File: config.mk
export PLATFORM = sky130hd
export DESIGN_NAME = hit_pair_scanner
export DESIGN_NICKNAME = d
export VERILOG_FILES = /design/src/rtl/scan_pkg.sv /design/src/rtl/nbr_mark.sv /design/src/rtl/first_one_find.sv /design/src/rtl/pair_pick.sv /design/src/rtl/hit_pair_scanner.sv
export SDC_FILE = /design/constraint.sdc
export NUM_CORES = 1
export LEC_CHECK = 0
export BUFFER_PORTS_ARGS = -buffer_cell sky130_fd_sc_hd__buf_2
export CAP_MARGIN = 10
export CELL_PAD_IN_SITES_DETAIL_PLACEMENT = 1
export CELL_PAD_IN_SITES_GLOBAL_PLACEMENT = 2
export CORE_MARGIN = 4
export CORE_UTILIZATION = 31
export DETAILED_ROUTE_END_ITERATION = 16
export PLACE_DENSITY_LB_ADDON = 0.25
export SLEW_MARGIN = 40
export SYNTH_ARGS = -nofsm -noshare
export SYNTH_HDL_FRONTEND = slang
export SYNTH_SLANG_ARGS = --single-unit
export TNS_END_PERCENT = 5
File: constraint.sdc
create_clock -name clk -period 7.4 [get_ports clk]
set_clock_uncertainty 0.05 [all_clocks]
set_input_delay 1.85 -clock clk [delete_from_list [all_inputs] [get_ports clk]]
set_output_delay 1.85 -clock clk [all_outputs]
set_load 0.01 [all_outputs]
File: src/rtl/scan_pkg.sv
// Package: shared constants and the scanner state encoding.
// Assumes: nothing; used by every scanner module.
package scan_pkg;
    localparam int unsigned SCAN_DEF_NCH = 128;

    typedef enum logic {
        SCAN_IDLE = 1'b0,
        SCAN_BUSY = 1'b1
    } scan_state_e;
endpackage

File: src/rtl/nbr_mark.sv
// Module: nbr_mark
// Widens a hit vector so that each hit's direct neighbours are also set
// when en is high. Edges do not wrap. Purely combinational.
// Assumes: NCH >= 2.
module nbr_mark #(
    parameter int unsigned NCH = scan_pkg::SCAN_DEF_NCH
) (
    input  logic           en,
    input  logic [NCH-1:0] hits_i,
    output logic [NCH-1:0] hits_o
);
    genvar gi;
    generate
        for (gi = 0; gi < NCH; gi++) begin : g_bit
            if (gi == 0) begin : g_lo
                // lowest channel: only the upper neighbour exists
                assign hits_o[gi] = hits_i[gi] | (en & hits_i[gi+1]);
            end else if (gi == NCH-1) begin : g_hi
                // highest channel: only the lower neighbour exists
                assign hits_o[gi] = hits_i[gi] | (en & hits_i[gi-1]);
            end else begin : g_mid
                // inner channel: both neighbours
                assign hits_o[gi] = hits_i[gi] | (en & (hits_i[gi-1] | hits_i[gi+1]));
            end
        end
    endgenerate
endmodule

File: src/rtl/first_one_find.sv
// Module: first_one_find
// Returns the index of the lowest set bit and whether any bit is set.
// Assumes: AW is wide enough to index NCH channels.
module first_one_find #(
    parameter int unsigned NCH = scan_pkg::SCAN_DEF_NCH,
    parameter int unsigned AW  = $clog2(NCH)
) (
    input  logic [NCH-1:0] vec,
    output logic           found,
    output logic [AW-1:0]  idx
);
    // priority search: the last hit seen going downward is the lowest
    always_comb begin
        found = 1'b0;
        idx   = '0;
        for (int i = NCH-1; i >= 0; i--) begin
            if (vec[i]) begin
                found = 1'b1;
                idx   = AW'(i);
            end
        end
    end
endmodule

File: src/rtl/pair_pick.sv
// Module: pair_pick
// Selects the two lowest set bits of a pending vector and returns the
// vector with both removed.
// Assumes: the caller registers rest_o; no state here.
module pair_pick #(
    parameter int unsigned NCH = scan_pkg::SCAN_DEF_NCH,
    parameter int unsigned AW  = $clog2(NCH)
) (
    input  logic [NCH-1:0] pend_i,
    output logic           v0_o,
    output logic [AW-1:0]  a0_o,
    output logic           v1_o,
    output logic [AW-1:0]  a1_o,
    output logic [NCH-1:0] rest_o
);
    logic [NCH-1:0] after0;

    first_one_find #(.NCH(NCH), .AW(AW)) u_first (
        .vec   (pend_i),
        .found (v0_o),
        .idx   (a0_o)
    );

    // drop the first winner before the second search
    always_comb begin
        after0 = pend_i;
        if (v0_o) after0[a0_o] = 1'b0;
    end

    first_one_find #(.NCH(NCH), .AW(AW)) u_second (
        .vec   (after0),
        .found (v1_o),
        .idx   (a1_o)
    );

    // drop the second winner to form the next pending set
    always_comb begin
        rest_o = after0;
        if (v1_o) rest_o[a1_o] = 1'b0;
    end
endmodule

File: src/rtl/hit_pair_scanner.sv
// Module: hit_pair_scanner (top)
// Takes one row of hit flags over valid/ready, optionally marks neighbours,
// then reports up to two pending channels per clock, lowest first, clearing
// them, and flags row_done on the cycle of the last report.
// Assumes: synchronous active-low reset; NCH >= 2.
module hit_pair_scanner #(
    parameter int unsigned NCH = scan_pkg::SCAN_DEF_NCH,
    localparam int unsigned AW = $clog2(NCH)
) (
    input  logic           clk,
    input  logic           rst_n,
    input  logic           in_valid,
    output logic           in_ready,
    input  logic [NCH-1:0] in_hits,
    input  logic           nbr_en,
    output logic           slot0_vld,
    output logic [AW-1:0]  slot0_addr,
    output logic           slot1_vld,
    output logic [AW-1:0]  slot1_addr,
    output logic           row_done
);
    import scan_pkg::*;

    scan_state_e    state;
    logic [NCH-1:0] pend;
    logic [NCH-1:0] marked;
    logic [NCH-1:0] rest;
    logic           v0, v1;
    logic [AW-1:0]  a0, a1;
    logic           busy;

    nbr_mark #(.NCH(NCH)) u_mark (
        .en     (nbr_en),
        .hits_i (in_hits),
        .hits_o (marked)
    );

    pair_pick #(.NCH(NCH), .AW(AW)) u_pick (
        .pend_i (pend),
        .v0_o   (v0),
        .a0_o   (a0),
        .v1_o   (v1),
        .a1_o   (a1),
        .rest_o (rest)
    );

    assign busy       = (state == SCAN_BUSY);
    assign in_ready   = !busy;
    assign slot0_vld  = busy & v0;
    assign slot1_vld  = busy & v1;
    assign slot0_addr = a0;
    assign slot1_addr = a1;
    assign row_done   = busy & ~|rest;

    // load a row when idle, otherwise retire the reported channels
    always_ff @(posedge clk) begin
        if (!rst_n) begin
            state <= SCAN_IDLE;
            pend  <= '0;
        end else if (busy) begin
            pend <= rest;
            if (row_done) state <= SCAN_IDLE;
        end else if (in_valid) begin
            pend  <= marked;
            state <= SCAN_BUSY;
        end
    end


    slot_order_chk: assert property (@(posedge clk) disable iff (!rst_n)
        slot1_vld |-> (slot0_vld && slot1_addr > slot0_addr));


    ready_idle_chk: assert property (@(posedge clk) disable iff (!rst_n)
        in_ready |-> (!slot0_vld && !row_done));


    done_release_chk: assert property (@(posedge clk) disable iff (!rst_n)
        row_done |=> in_ready);


    start_chk: assert property (@(posedge clk) disable iff (!rst_n)
        (in_valid && in_ready) |=> (slot0_vld || row_done));


    ascend_chk: assert property (@(posedge clk) disable iff (!rst_n)
        (slot0_vld && !row_done) |=>
            (slot0_vld && slot0_addr > $past(slot1_vld ? slot1_addr : slot0_addr)));


    single_left_chk: assert property (@(posedge clk) disable iff (!rst_n)
        (slot0_vld && !slot1_vld) |-> row_done);
endmodule

# Word level (Yosys, flattened, before mapping)
# Index checks and enable logic that the tools add are counted.
# op_classes
reduce_logical	6
order_cmp	4
bitwise	389
muxes	523
# ops
operator	n
7-bit two-way mux	256
128-bit two-way mux	4
1-bit two-way mux	261
128-bit bitwise AND	2
128-bit NOT	2
1-bit bitwise OR	254
1-bit bitwise AND	131
128-bit OR reduction	1
7-bit by 8-bit < comparator with 1-bit output, second input constant	2
1-bit demux with 7-bit select	2
7-bit by 1-bit greater-or-equal comparator with 1-bit output, second input constant	2
1-bit logical AND	2
1-bit zero test	2
2-bit nonzero test	1
# word_totals
elab_cells	924
output_inout_bits	18
regBits	129

# Longest topological paths before layout
# logic_depth
word_depth	275
mapped_depth	26
ltp_nobuf	21

# By module
# From an unflattened synthesis, not the netlist that was laid out.
# unflattened
hier_cells	1999
area_unflattened_um2	13469.2
# modules_own_cells
mod	instances	area_each_um2	cells_each
hit_pair_scanner	1	6053.3	750
first_one_find	2	1621.6	301
pair_pick	1	2615.0	379
nbr_mark	1	1557.7	268

# Worst setup path before layout
# No wires, ideal clock.
# synth_timing
path_type	register to output
from	reg pend[105]
to	out row_done
t_arrival_ns	5.385
stages_incl_launch_ff	20
slack_ns	0.115
cell_sequence	dfxtp_1 > or4_1 > a21oi_1 > o2111ai_1 > o2111a_1 > o31a_1 > o31ai_4 > inv_2 > o41ai_2 > nand4_1 > or4b_4 > or3_1 > buf_2 > nor4_2 > a31oi_1 > a2111oi_2 > nand4_1 > nor3_1 > nand3_1 > nor2_1
# synth_between
elab_chain_len	251
word_cells_on_any_way	487
classes_between	order compare: 4; mux: 474; bitwise: 5; reduce/logical: 4
# synth_rtl
element	line_no	text
start, declared	hit_pair_scanner.sv:25	logic [NCH-1:0] pend;
start signal, assigned	hit_pair_scanner.sv:61	pend <= rest;
start signal, assigned	hit_pair_scanner.sv:64	pend <= marked;
7-bit two-way mux (106 in series)	first_one_find.sv:17	if (vec[i]) begin
7-bit by 8-bit < comparator with 1-bit output (implied by the code) / 7-bit by 1-bit greater-or-equal comparator with 1-bit output (equally long branches)	pair_pick.sv:27	if (v0_o) after0[a0_o] = 1'b0;
1-bit logical AND (implied by the code)	pair_pick.sv:27	
1-bit two-way mux (implied by the code)	pair_pick.sv:27	
1-bit demux with 7-bit select	-	
128-bit NOT (no line)	-	
128-bit bitwise AND (no line)	-	
128-bit two-way mux *	pair_pick.sv:27	
[... 130 more ...]	-	
1-bit two-way mux (implied by the code)	pair_pick.sv:39	if (v1_o) rest_o[a1_o] = 1'b0;
1-bit demux with 7-bit select	-	
128-bit NOT (no line)	-	
128-bit bitwise AND (no line)	-	
128-bit two-way mux *	pair_pick.sv:39	
128-bit OR reduction *	hit_pair_scanner.sv:53	assign row_done = busy & ~|rest;
1-bit zero test *	hit_pair_scanner.sv:53	
1-bit bitwise AND *	hit_pair_scanner.sv:53	
end, declared	hit_pair_scanner.sv:20	output logic row_done
# Mark *: on every way between the ends. The rest lies on a longest branch, timed or not.

# Worst setup path after layout
# layout_timing
from	reg pend[58]
to	out row_done
# layout_between
elab_chain_len	204
word_cells_on_any_way	393
classes_between	order compare: 4; mux: 380; bitwise: 5; reduce/logical: 4
# layout_rtl
element	line_no
7-bit two-way mux (59 in series)	first_one_find.sv:17
7-bit by 8-bit < comparator with 1-bit output (implied by the code) / 7-bit by 1-bit greater-or-equal comparator with 1-bit output (equally long branches)	pair_pick.sv:27
1-bit logical AND (implied by the code)	pair_pick.sv:27
1-bit two-way mux (implied by the code)	pair_pick.sv:27
1-bit demux with 7-bit select	-
128-bit NOT (no line)	-
128-bit bitwise AND (no line)	-
128-bit two-way mux *	pair_pick.sv:27
[... 130 more ...]	-
1-bit two-way mux (implied by the code)	pair_pick.sv:39
1-bit demux with 7-bit select	-
128-bit NOT (no line)	-
128-bit bitwise AND (no line)	-
128-bit two-way mux *	pair_pick.sv:39
128-bit OR reduction *	hit_pair_scanner.sv:53
1-bit zero test *	hit_pair_scanner.sv:53
1-bit bitwise AND *	hit_pair_scanner.sv:53
# Marks and branches as above.

==> results by group <==
Setup path
  • Worst EP required: 5.50 ns
  • Cell mode on critical path: buf_4
  • CP top delay family: compound AO/OA/AOI/OAI gates
  • Arr. time, crit path: 7.17 ns
  • Reg2reg start: pend[58]
  • Critical path type: reg2out
  • Slowest stage cell, crit path: dfxtp_1
  • Buf+Inv Stages, Crit Path: 10
  • Critical Path Fanout Max: 8
  • Startpoint Class: flop
  • Crit. End Element: output port
  • RR Endpoint: busy
  • Internal reg-to-reg setup slack: 0.58 ns
  • Slowest Stage Delay on Critical Path: 0.64 ns
  • Register-to-Register Path Depth: 29

Global route
  • Total grt overflow: 0
  • Vias in the first global route: 26120
  • Total track usage: 47.28%
  • Global-route wire length before repair: 185.2 mm
  • Initial antenna violation count: 13
  • Largest net degree at the start of global routing: 135

CTS
  • TritonCTS clock tree: yes
  • Clock Path Buffers: 2
  • Cts hold-fix bufs: 0
  • Clock Sinks: 129
  • TritonCTS Buffers: 17
  • Worst-path clk slew: 0.06 ns
  • CTS H-tree depth: 4
  • Worst skew pair latency: 0.47 ns
  • CTS Root Cell: clkbuf_16

Floorplan
  • Die area: 53370 sq um
  • Chip height: 231.0 microns
  • Num ports: 150
  • Row count: 81
  • Initial Util: 31.44%
  • Core ar.: 49050 sq um
  • Die Span X: 231.0 microns

Synthesis
  • Post-synth top area share: 16.75%
  • Syn nets: 2359
  • Mapped Cells: 2227
  • Seq/Total Area, Yosys: 16.75%
  • Ys flop type: dfxtp_1
  • Yosys warnings: 0
  • Yosys top cell by area: dfxtp_1
  • Post-synth EDFFs: 0
  • Synth cell count leaders: 239 x nor2_1, 207 x o21ai_0, 152 x a21oi_1, 147 x inv_1, 129 x dfxtp_1
  • Most common cell in the synthesized netlist: nor2_1
  • Top post-synthesis cells by area: dfxtp_1 17%, o21ai_0 6.7%, a311oi_1 6.4%, nor2_1 5.8%, a21oi_1 4.9%
  • Synth Register Bits: 129
  • Post-synth ARST share: 0%
  • Mapped Area: 15420 sq um
  • Syn Area/Cell: 6.924 sq um
  • Post-synth cell types: 108

Hold path
  • Min-delay src: pend[6]
  • Hold Crit Class: reg2reg
  • Hold Path End: pend[6]
  • Hold Crit Depth: 3

Routing
  • Routed WL: 132.7 mm
  • Residual DRC: 0
  • DR vias: 26440
  • Detailed Routing Iterations Pass 1: 5
  • Drt wl/cell: 32.87 microns
  • First DRT Iteration DRCs: 3856
  • DRT antenna net count: 0
  • Routed vias/inst: 6.550

STA
  • Max-slew violations: 0
  • Final setup vio count: 3
  • Tmin final: 9.072 ns
  • Count of final hold-check violations: 0
  • Slew at the pin closest to its max-slew limit: 0.9287 ns
  • Final hold slack: 0.6538 ns
  • Final worst-path cycle share: 122.6%
  • Worst slew margin: 37.79%
  • FMAX: 110.2 MHz
  • RSZ-0062 raised after global routing: yes
  • Total negative slack: -2.212 ns
  • PnR worst setup slack: -1.672 ns

Pwr
  • Pwr per Cell Area: 205.5 nW/um^2
  • VDD IR max: 0.0001206 V
  • Pleak: 12.10 nW

Placed design
  • Gpl congestion: 1.201
  • DP HPWL: 104.8 mm
  • Port bufs: 149

Status
  • Status: complete, but fails checks
  • Failing checks: negative setup slack

Layout
  • Final #Nets: 3482
  • Area Overhead vs Synth: 84.17%
  • Ratio of cells with drive above 1 in the final layout: 50.04%
  • Filler cell count: 6046

Flow run
  • Max-cap viol count: 0
how the worst max path moves through the flow:
stage                   start  endpoint  slack, ns  depth (start not counted)
floorplan           pend[105]  row_done       0.12                         19
global placement     pend[42]  row_done      -1.91                         28
detailed placement   pend[42]  row_done      -2.14                         27
CTS                  pend[17]  row_done      -1.15                         30
global route         pend[58]  row_done      -1.71                         29
finish               pend[58]  row_done      -1.67                         29
per-layer routing:
| layer | vias to the layer above | share of wire, % | global-route usage [%] |
|---|---|---|---|
| met5 | - | 0.074 | 0 |
| met4 | 14 | 7.2 | 25.35 |
| met3 | 520 | 15 | 20.65 |
| met2 | 2024 | 39 | 65.60 |
| met1 | 12970 | 39 | 61.27 |
| li1 | 10910 | - | - |
cell usage in the layout (no fill, tap or decap), drive strengths merged, types with 12 or more instances in the layout:
master / count
clkbuf: 19
nor3: 42
nor2: 239
and2: 28
a311oi: 113
dfxtp: 129
o41ai: 47
nand4: 40
a21o: 12
a31oi: 88
a2111oi: 15
a211oi: 15
a21oi: 153
nand3: 57
nor2b: 114
or3: 16
nand2b: 20
o211ai: 23
o2111ai: 16
nand3b: 20
o41a: 20
o31a: 18
nor4: 73
or2: 18
o21a: 38
o31ai: 38
inv: 160
o21ai: 219
o32ai: 12
or4: 17
buf: 1271
a21boi: 14
nand2: 106
layout make-up:
cell class / instances / area (sq um) / share of cell area [%]
Clock buffer: 18 / 439.2 / 1.546
Clock inverter: 14 / 120.1 / 0.4230
Sequential cell: 129 / 2605 / 9.173
Timing Repair Buffer: 1274 / 10020 / 35.29
Tap cell: 664 / 830.8 / 2.925
Antenna cell: 9 / 22.52 / 0.07931
Multi-Input combinational cell: 1776 / 13790 / 48.54
Inverter: 152 / 573.1 / 2.018
where the power goes:
| part | internal, W | switching [W] | leakage [nW] |
|---|---|---|---|
| Sequential | 0.000755 | 0.0000867 | 1.07 |
| Combinational | 0.00175 | 0.00239 | 10.8 |
| Clock | 0.000448 | 0.000402 | 0.258 |
timing repair:
| item | CTS | global route |
|---|---|---|
| hold endpoints to repair | 0 | 0 |
| pin swaps | 154 | 38 |
| resized for setup | 404 | 55 |
| setup endpoints to repair | 7 | 3 |
| gates cloned | 5 | 0 |
| setup buffers | 88 | 21 |
state kept, by name (all words and copies together) (netlist names):
name / cells
pend: 128
busy: 1
stage by stage:
| step | worst slack, ns | power (W) | cells | area [sq um] | utilization [%] |
|---|---|---|---|---|---|
| 2_1_floorplan | 0.1153 | 0.002024 | 2227 | 15420 | - |
| 6_report | -1.672 | 0.005835 | 4036 | 28400 | 57.89 |
| 4_1_cts | -1.152 | 0.005511 | 4005 | 27900 | 56.88 |
| 3_5_place_dp | -2.137 | 0.004068 | 3885 | 24300 | 49.53 |
| 3_3_place_gp | -1.908 | 0.004015 | 3884 | 24270 | 49.48 |
| 5_1_grt | -1.707 | 0.005888 | 4027 | 28380 | 57.85 |
tightest hold or removal path, stage by stage (launching register included):
cell	delay, ns
dfxtp_1	0.34
buf_4	0.15
nand4_1	0.08
a21boi_0	0.09
cells by family (layout without fill, tap and decap cells):
kind of cell / count (synthesis) / in the layout / synth area share (%)
compound gates: 934 / 935 / 44.51
simple gates: 833 / 833 / 29.52
buf+inv: 323 / 1458 / 8.650
flops: 129 / 129 / 16.75
mux: 7 / 7 / 0.5112
fa+ha+maj: 1 / 1 / 0.06492
other cells: 0 / 9 / 0
(Power assumes the default switching activity.)
